===== config.mk =====
export PLATFORM = sky130hd
export DESIGN_NAME = ls_addr_unit
export DESIGN_NICKNAME = d
export VERILOG_FILES = /design/src/rtl/ls_agu_pkg.sv /design/src/rtl/ls_ea_calc.sv /design/src/rtl/ls_lane_mask.sv /design/src/rtl/ls_ld_zext.sv /design/src/rtl/ls_addr_unit.sv
export SDC_FILE = /design/constraint.sdc
export NUM_CORES = 1
export LEC_CHECK = 0
export ABC_AREA = 1
export BUFFER_PORTS_ARGS = -buffer_cell sky130_fd_sc_hd__buf_2
export CAP_MARGIN = 20
export CORE_MARGIN = 5
export CORE_UTILIZATION = 55
export DETAILED_ROUTE_END_ITERATION = 16
export GPL_TIMING_DRIVEN = 1
export PLACE_DENSITY = 0.81
export SLEW_MARGIN = 30
export SYNTH_ARGS = -nofsm -noshare
export SYNTH_HDL_FRONTEND = slang
export SYNTH_HIERARCHICAL = 1
export SYNTH_SLANG_ARGS = --single-unit

===== constraint.sdc =====
create_clock -name clk -period 7.35 [get_ports clk]
set_input_delay 0.735 -clock clk [delete_from_list [all_inputs] [get_ports clk]]
set_output_delay 0.735 -clock clk [all_outputs]
set_load 0.02 [all_outputs]

===== src/rtl/ls_agu_pkg.sv =====
package ls_agu_pkg;

    localparam int XLEN       = 64;
    localparam int IMM_W      = 12;
    localparam int SIMM_W     = 9;
    localparam int IDX_W      = 5;
    localparam int LANES      = 8;
    localparam int SP_IDX     = 31;
    localparam int SP_ALIGN_W = 4;

    typedef enum logic [1:0] {
        AM_UNSCALED = 2'd0,
        AM_SCALED   = 2'd1,
        AM_PRE      = 2'd2,
        AM_POST     = 2'd3
    } am_e;

    typedef struct packed {
        logic [XLEN-1:0] addr;
        logic            wb_en;
        logic [XLEN-1:0] wb_val;
    } ea_t;

    typedef struct packed {
        logic [LANES-1:0] be_lo;
        logic [LANES-1:0] be_hi;
        logic             split;
    } lane_t;

    // Sign-extend the short signed field held in the low bits of the immediate
    function automatic logic [XLEN-1:0] sext_simm(input logic [IMM_W-1:0] imm);
        return {{(XLEN-SIMM_W){imm[SIMM_W-1]}}, imm[SIMM_W-1:0]};
    endfunction

    // Zero-extend the immediate and scale by the access size
    function automatic logic [XLEN-1:0] scaled_uimm(input logic [IMM_W-1:0] imm,
                                                    input logic sz64);
        logic [XLEN-1:0] z;
        z = {{(XLEN-IMM_W){1'b0}}, imm};
        return sz64 ? (z << $clog2(LANES)) : (z << $clog2(LANES/2));
    endfunction

endpackage


===== src/rtl/ls_ea_calc.sv =====
module ls_ea_calc
    import ls_agu_pkg::*;
#(
    parameter int AW = XLEN,
    parameter int IW = IMM_W
) (
    input  am_e             mode,
    input  logic            sz64,
    input  logic [AW-1:0]   base,
    input  logic [IW-1:0]   imm,
    output ea_t             ea
);

    logic [AW-1:0] idx_sum;
    logic [AW-1:0] scl_sum;

    assign idx_sum = base + sext_simm(imm);
    assign scl_sum = base + scaled_uimm(imm, sz64);

    always_comb begin
        ea = '0;
        unique case (mode)
            AM_UNSCALED: begin
                ea.addr  = idx_sum;
                ea.wb_en = 1'b0;
            end
            AM_SCALED: begin
                ea.addr  = scl_sum;
                ea.wb_en = 1'b0;
            end
            AM_PRE: begin
                ea.addr   = idx_sum;
                ea.wb_en  = 1'b1;
                ea.wb_val = idx_sum;
            end
            AM_POST: begin
                ea.addr   = base;
                ea.wb_en  = 1'b1;
                ea.wb_val = idx_sum;
            end
            default: ea = '0;
        endcase
    end

endmodule


===== src/rtl/ls_lane_mask.sv =====
module ls_lane_mask
    import ls_agu_pkg::*;
#(
    parameter int NL = LANES
) (
    input  logic [$clog2(NL)-1:0] off,
    input  logic                  sz64,
    output lane_t                 lm
);

    localparam int OW    = $clog2(NL);
    localparam int END_W = OW + 2;

    logic [END_W-1:0] nbytes;
    logic [END_W-1:0] end_pos;

    assign nbytes  = sz64 ? END_W'(NL) : END_W'(NL/2);
    assign end_pos = {2'b00, off} + nbytes;

    for (genvar g = 0; g < NL; g++) begin : g_lane
        assign lm.be_lo[g] = (END_W'(g) >= {2'b00, off}) && (END_W'(g) < end_pos);
        assign lm.be_hi[g] = (END_W'(g + NL) < end_pos);
    end

    assign lm.split = (end_pos > END_W'(NL));

endmodule


===== src/rtl/ls_ld_zext.sv =====
module ls_ld_zext
    import ls_agu_pkg::*;
#(
    parameter int DW = XLEN
) (
    input  logic          sz64,
    input  logic [DW-1:0] din,
    output logic [DW-1:0] dout
);

    localparam int HW = DW / 2;

    assign dout = sz64 ? din : {{(DW-HW){1'b0}}, din[HW-1:0]};

endmodule


===== src/rtl/ls_addr_unit.sv =====
module ls_addr_unit
    import ls_agu_pkg::*;
(
    input  logic             clk,
    input  logic             rst,
    input  logic             req_valid_i,
    output logic             req_ready_o,
    input  am_e              mode_i,
    input  logic             size64_i,
    input  logic [IDX_W-1:0] base_idx_i,
    input  logic [XLEN-1:0]  base_val_i,
    input  logic [XLEN-1:0]  sp_val_i,
    input  logic [IMM_W-1:0] imm_i,
    output logic             out_valid_o,
    output logic [XLEN-1:0]  addr_o,
    output logic [LANES-1:0] be_o,
    output logic             split_o,
    output logic             beat_o,
    output logic             wb_valid_o,
    output logic [XLEN-1:0]  wb_val_o,
    output logic [IDX_W-1:0] wb_idx_o,
    output logic             fault_o,
    input  logic             ld_size64_i,
    input  logic [XLEN-1:0]  ld_data_i,
    output logic [XLEN-1:0]  ld_data_o
);

    localparam int LANE_W = $clog2(LANES);

    logic            use_sp;
    logic [XLEN-1:0] base_sel;
    logic            sp_misal;
    logic            accept;
    ea_t             ea;
    lane_t           lm;

    logic             busy_q;
    logic             out_valid_q;
    logic [XLEN-1:0]  addr_q;
    logic [LANES-1:0] be_q;
    logic [LANES-1:0] hi_be_q;
    logic             split_q;
    logic             beat_q;
    logic             wb_valid_q;
    logic [XLEN-1:0]  wb_val_q;
    logic [IDX_W-1:0] wb_idx_q;
    logic             fault_q;

    assign use_sp   = (base_idx_i == IDX_W'(SP_IDX));
    assign base_sel = use_sp ? sp_val_i : base_val_i;
    assign sp_misal = use_sp && (sp_val_i[SP_ALIGN_W-1:0] != '0);
    assign accept   = req_valid_i && !busy_q;

    ls_ea_calc #(.AW(XLEN), .IW(IMM_W)) ea_i (
        .mode (mode_i),
        .sz64 (size64_i),
        .base (base_sel),
        .imm  (imm_i),
        .ea   (ea)
    );

    ls_lane_mask #(.NL(LANES)) lane_i (
        .off  (ea.addr[LANE_W-1:0]),
        .sz64 (size64_i),
        .lm   (lm)
    );

    ls_ld_zext #(.DW(XLEN)) zext_i (
        .sz64 (ld_size64_i),
        .din  (ld_data_i),
        .dout (ld_data_o)
    );

    always_ff @(posedge clk) begin
        if (rst) begin
            busy_q      <= 1'b0;
            out_valid_q <= 1'b0;
            addr_q      <= '0;
            be_q        <= '0;
            hi_be_q     <= '0;
            split_q     <= 1'b0;
            beat_q      <= 1'b0;
            wb_valid_q  <= 1'b0;
            wb_val_q    <= '0;
            wb_idx_q    <= '0;
            fault_q     <= 1'b0;
        end else if (accept) begin
            if (sp_misal) begin
                out_valid_q <= 1'b0;
                wb_valid_q  <= 1'b0;
                fault_q     <= 1'b1;
                busy_q      <= 1'b0;
            end else begin
                out_valid_q <= 1'b1;
                addr_q      <= ea.addr;
                be_q        <= lm.be_lo;
                hi_be_q     <= lm.be_hi;
                split_q     <= lm.split;
                beat_q      <= 1'b0;
                wb_valid_q  <= ea.wb_en;
                wb_val_q    <= ea.wb_val;
                wb_idx_q    <= base_idx_i;
                fault_q     <= 1'b0;
                busy_q      <= lm.split;
            end
        end else if (busy_q) begin
            out_valid_q <= 1'b1;
            addr_q      <= {addr_q[XLEN-1:LANE_W], {LANE_W{1'b0}}} + XLEN'(LANES);
            be_q        <= hi_be_q;
            beat_q      <= 1'b1;
            wb_valid_q  <= 1'b0;
            fault_q     <= 1'b0;
            busy_q      <= 1'b0;
        end else begin
            out_valid_q <= 1'b0;
            wb_valid_q  <= 1'b0;
            fault_q     <= 1'b0;
        end
    end

    assign req_ready_o = !busy_q;
    assign out_valid_o = out_valid_q;
    assign addr_o      = addr_q;
    assign be_o        = be_q;
    assign split_o     = split_q;
    assign beat_o      = beat_q;
    assign wb_valid_o  = wb_valid_q;
    assign wb_val_o    = wb_val_q;
    assign wb_idx_o    = wb_idx_q;
    assign fault_o     = fault_q;

endmodule


==> reports/qor.csv <==
stage;metric;value;unit
floorplan;DIE AREA;37100;um2
power_and_ir_drop;Tot Pwr;3.38;mW
placement;placed inst area;20100;um2
clock_network;Hold Buf Count CTS;0;
finish;Final #Nets;4041;
placement;GP Congestion;1.12;
clock_network;Clock Pin Slew Worst Setup and Hold Paths;0.07;ns
global_routing;first-pass GRT wire length;118;mm
clock_network;clk buf depth;2;
critical_path;Slowest-stage cell, CP;fa_1;
critical_path;CP Launch Type;input pin;
timing;Final Cycle Share;63.5;%
timing;fin. max-slew vios;0;
finish;layout cells sized above 1;12.2;%
synthesis;sequential-to-total area share from yosys stat;16.9;%
critical_path;WP data arrival;4.97;ns
placement;placed cells;4165;
timing;Max-Slew Margin vs Limit;32.8;%
route;number of remaining DRC errors;0;
finish;fin area;20700;um2
finish;Finished Core Util;63.3;%
run_status;outcome;finished, final reports clean;
placement;placed wire-length estimate;64.3;mm
floorplan;Ports;427;
critical_path;CP Capture Type;flip-flop;
power_and_ir_drop;Leakage;11.1;nW
timing;RSZ-0062 raised after global routing;no;
critical_path;most used cell, CP;nand2_1;
route;vias;23834;
power_and_ir_drop;PwrDens;164;nW/um2
clock_network;cts bufs inserted;17;
finish;final std cells w/o fill;4197;
finish;Layout fillers;3536;
global_routing;largest net degree at the start of global routing;82;
min_path;min-delay worst type;reg2reg;
timing;Tightest Pin Transition;0.997;ns
global_routing;gr usage total;41.0;%
finish;Antenna Cells;0;
synthesis;post-synth net total;3782;
floorplan;die height;193;um
clock_network;CTS tree;done;
placement;Port Buf Inserts;362;
floorplan;chip width;193;um
synthesis;synth warn;6;
synthesis;average size of a mapped cell;5.26;um2
timing;final setup violation count;0;
timing;Final min period;4.67;ns
synthesis;Post-synth EDFFs;0;
route;Post-DRT Antenna Nets;0;
synthesis;Synth cell types;53;
timing;worst setup slack after layout;2.68;ns
route;DRC marker count from the first detailed-route iteration;3222;
route;Total Wirelength;78.5;mm
route;drt wl/cell;18.7;um
clock_network;Setup Buffers After CTS;0;
clock_network;CTS HTree Levels;4;
synthesis;Async S/R FF share, synth;0;%
synthesis;main flop type after synthesis;dfxtp_1;
critical_path;worst setup path class;in2reg;
route;drt pass-1 iters;7;
synthesis;Cells after Synth;3483;
synthesis;register bit total from synthesis;155;
finish;Reg area;3100;um2
placement;post-place setup slack;2.44;ns
clock_network;clk_lat worst skew;0.47;ns
finish;synthesis-to-finish area growth;12.9;%
timing;Worst Skew;0.0201;ns
floorplan;Std-Cell Rows;66;
synthesis;synthesized area;18300;um2
route;Via density;5.68;
clock_network;CTS Sinks;155;
timing;Achievable Freq;214;MHz
timing;Fin. Hold Viols;0;
global_routing;vias in the first global route;21286;
timing;TNS Setup;0;ns
critical_path;CP peak stage delay;0.42;ns
clock_network;CTS Root Cell;clkbuf_16;
clock_network;# resized after CTS;0;
timing;worst hold slack;0.445;ns
critical_path;crit-path max FO;47;
global_routing;initial antenna violation count;1;
finish;Multi-input gate area;12900;um2
power_and_ir_drop;maximum VDD drop;0.164;mV
floorplan;core area;32700;um2
floorplan;initial core utilization;56.1;%
critical_path;Worst Path Required;7.66;ns
global_routing;GR Overflow Total;0;
job;Max-Cap Viols;0;
[routing by layer]
metal	up-vias	share of wire, %	global-route usage, %
met5	-	0.017	0
met4	2	5.8	20.8
met3	264	13	9.75
met2	1510	41	61.5
met1	10544	40	54.8
li1	11514	-	-
[worst paths after layout]
path	from	end	slack (ns)	cells after the start
min	wb_val_o[16]	wb_val_o[16]	0.44	2
max	base_idx_i[0]	addr_o[56]	2.68	25
max reg2reg	busy_q	addr_o[51]	2.89	11
min reg2reg	wb_val_o[16]	wb_val_o[16]	0.44	2
[final cells by class]
type	count	share of cell area (%)
clock buffers	19	2.14
clock inverters	13	0.726
inverters	445	8.08
multi-input cells	2749	62.2
flip-flops and latches	155	15.0
well taps	442	2.67
repair buffers	374	9.19
[power breakdown]
group	switching, mW	leakage, nW	internal [mW]
Sequential	0.0809	1.27	0.913
Clock	0.433	0.291	0.493
Combinational	1.03	9.56	0.431
Total	1.55	11.1	1.84
[critical path: cells and delay by family]
kind / cells / cell delay [ns]
buffers and inverters: 5 / 0.97
AO/OA/AOI/OAI: 2 / 0.38
AND/OR/NAND/NOR: 16 / 2.04
adder cells (fa/ha/maj): 2 / 0.82
[sequential cells by signal (all words and copies together) (netlist names), 5 cells and up]
signal	count
wb_idx_o	5
hi_be_q	8
addr_o	64
wb_val_o	64
be_o	8
[logic make-up after synthesis]
logic type	Yosys count	synth area share (%)
XOR/XNOR	55	2.63
AND/OR/NAND/NOR	2251	50.6
flip-flops	155	16.9
buffers and inverters	579	12.8
AO/OA/AOI/OAI	356	11.0
multiplexers	4	0.218
adder cells (fa/ha/maj)	83	5.75
[synthesized netlist by cell type (7+ instances only)]
cell type / count / area (um2)
nand2_1: 1343 / 5040
nor2_1: 448 / 1680
inv_1: 433 / 1630
nand3_1: 297 / 1490
dfxtp_1: 155 / 3100
a21oi_1: 143 / 716
o21ai_0: 125 / 626
ha_1: 81 / 1010
clkbuf_1: 61 / 229
nand4_1: 56 / 350
nor3_1: 43 / 215
buf_4: 37 / 278
xnor2_1: 36 / 315
o21bai_1: 24 / 180
xor2_1: 19 / 166
buf_1: 17 / 63.8
buf_2: 16 / 80.1
nand3b_1: 16 / 120
a31oi_1: 12 / 75.1
inv_2: 10 / 37.5
nand2_2: 10 / 62.6
o211ai_1: 10 / 75.1
o221ai_1: 10 / 87.6
nor2_2: 8 / 50.1
nor4_1: 7 / 43.8
[placed cells by master, fill, tap and decap left out, drive strengths merged, types with 3 or more instances in the layout]
cell type | synthesis | layout
nor2 | 456 | 456
inv | 443 | 452
nand4 | 56 | 56
nor3 | 49 | 49
a21o | 3 | 3
mux2i | 4 | 4
a21oi | 145 | 145
o21ai | 130 | 130
o22ai | 4 | 4
o2111ai | 6 | 6
a211oi | 3 | 3
xnor2 | 36 | 36
o211ai | 10 | 10
dfxtp | 155 | 155
o221ai | 10 | 10
nor4 | 8 | 8
nand3b | 16 | 16
a31oi | 12 | 12
nand2 | 1354 | 1354
clkinv | 2 | 4
o21bai | 25 | 25
xor2 | 19 | 19
buf | 73 | 374
clkbuf | 61 | 19
and2 | 4 | 4
nand3 | 302 | 302
or2 | 4 | 4
o31ai | 3 | 3
ha | 81 | 81
No activity file was read; power rests on OpenSTA's default activity.
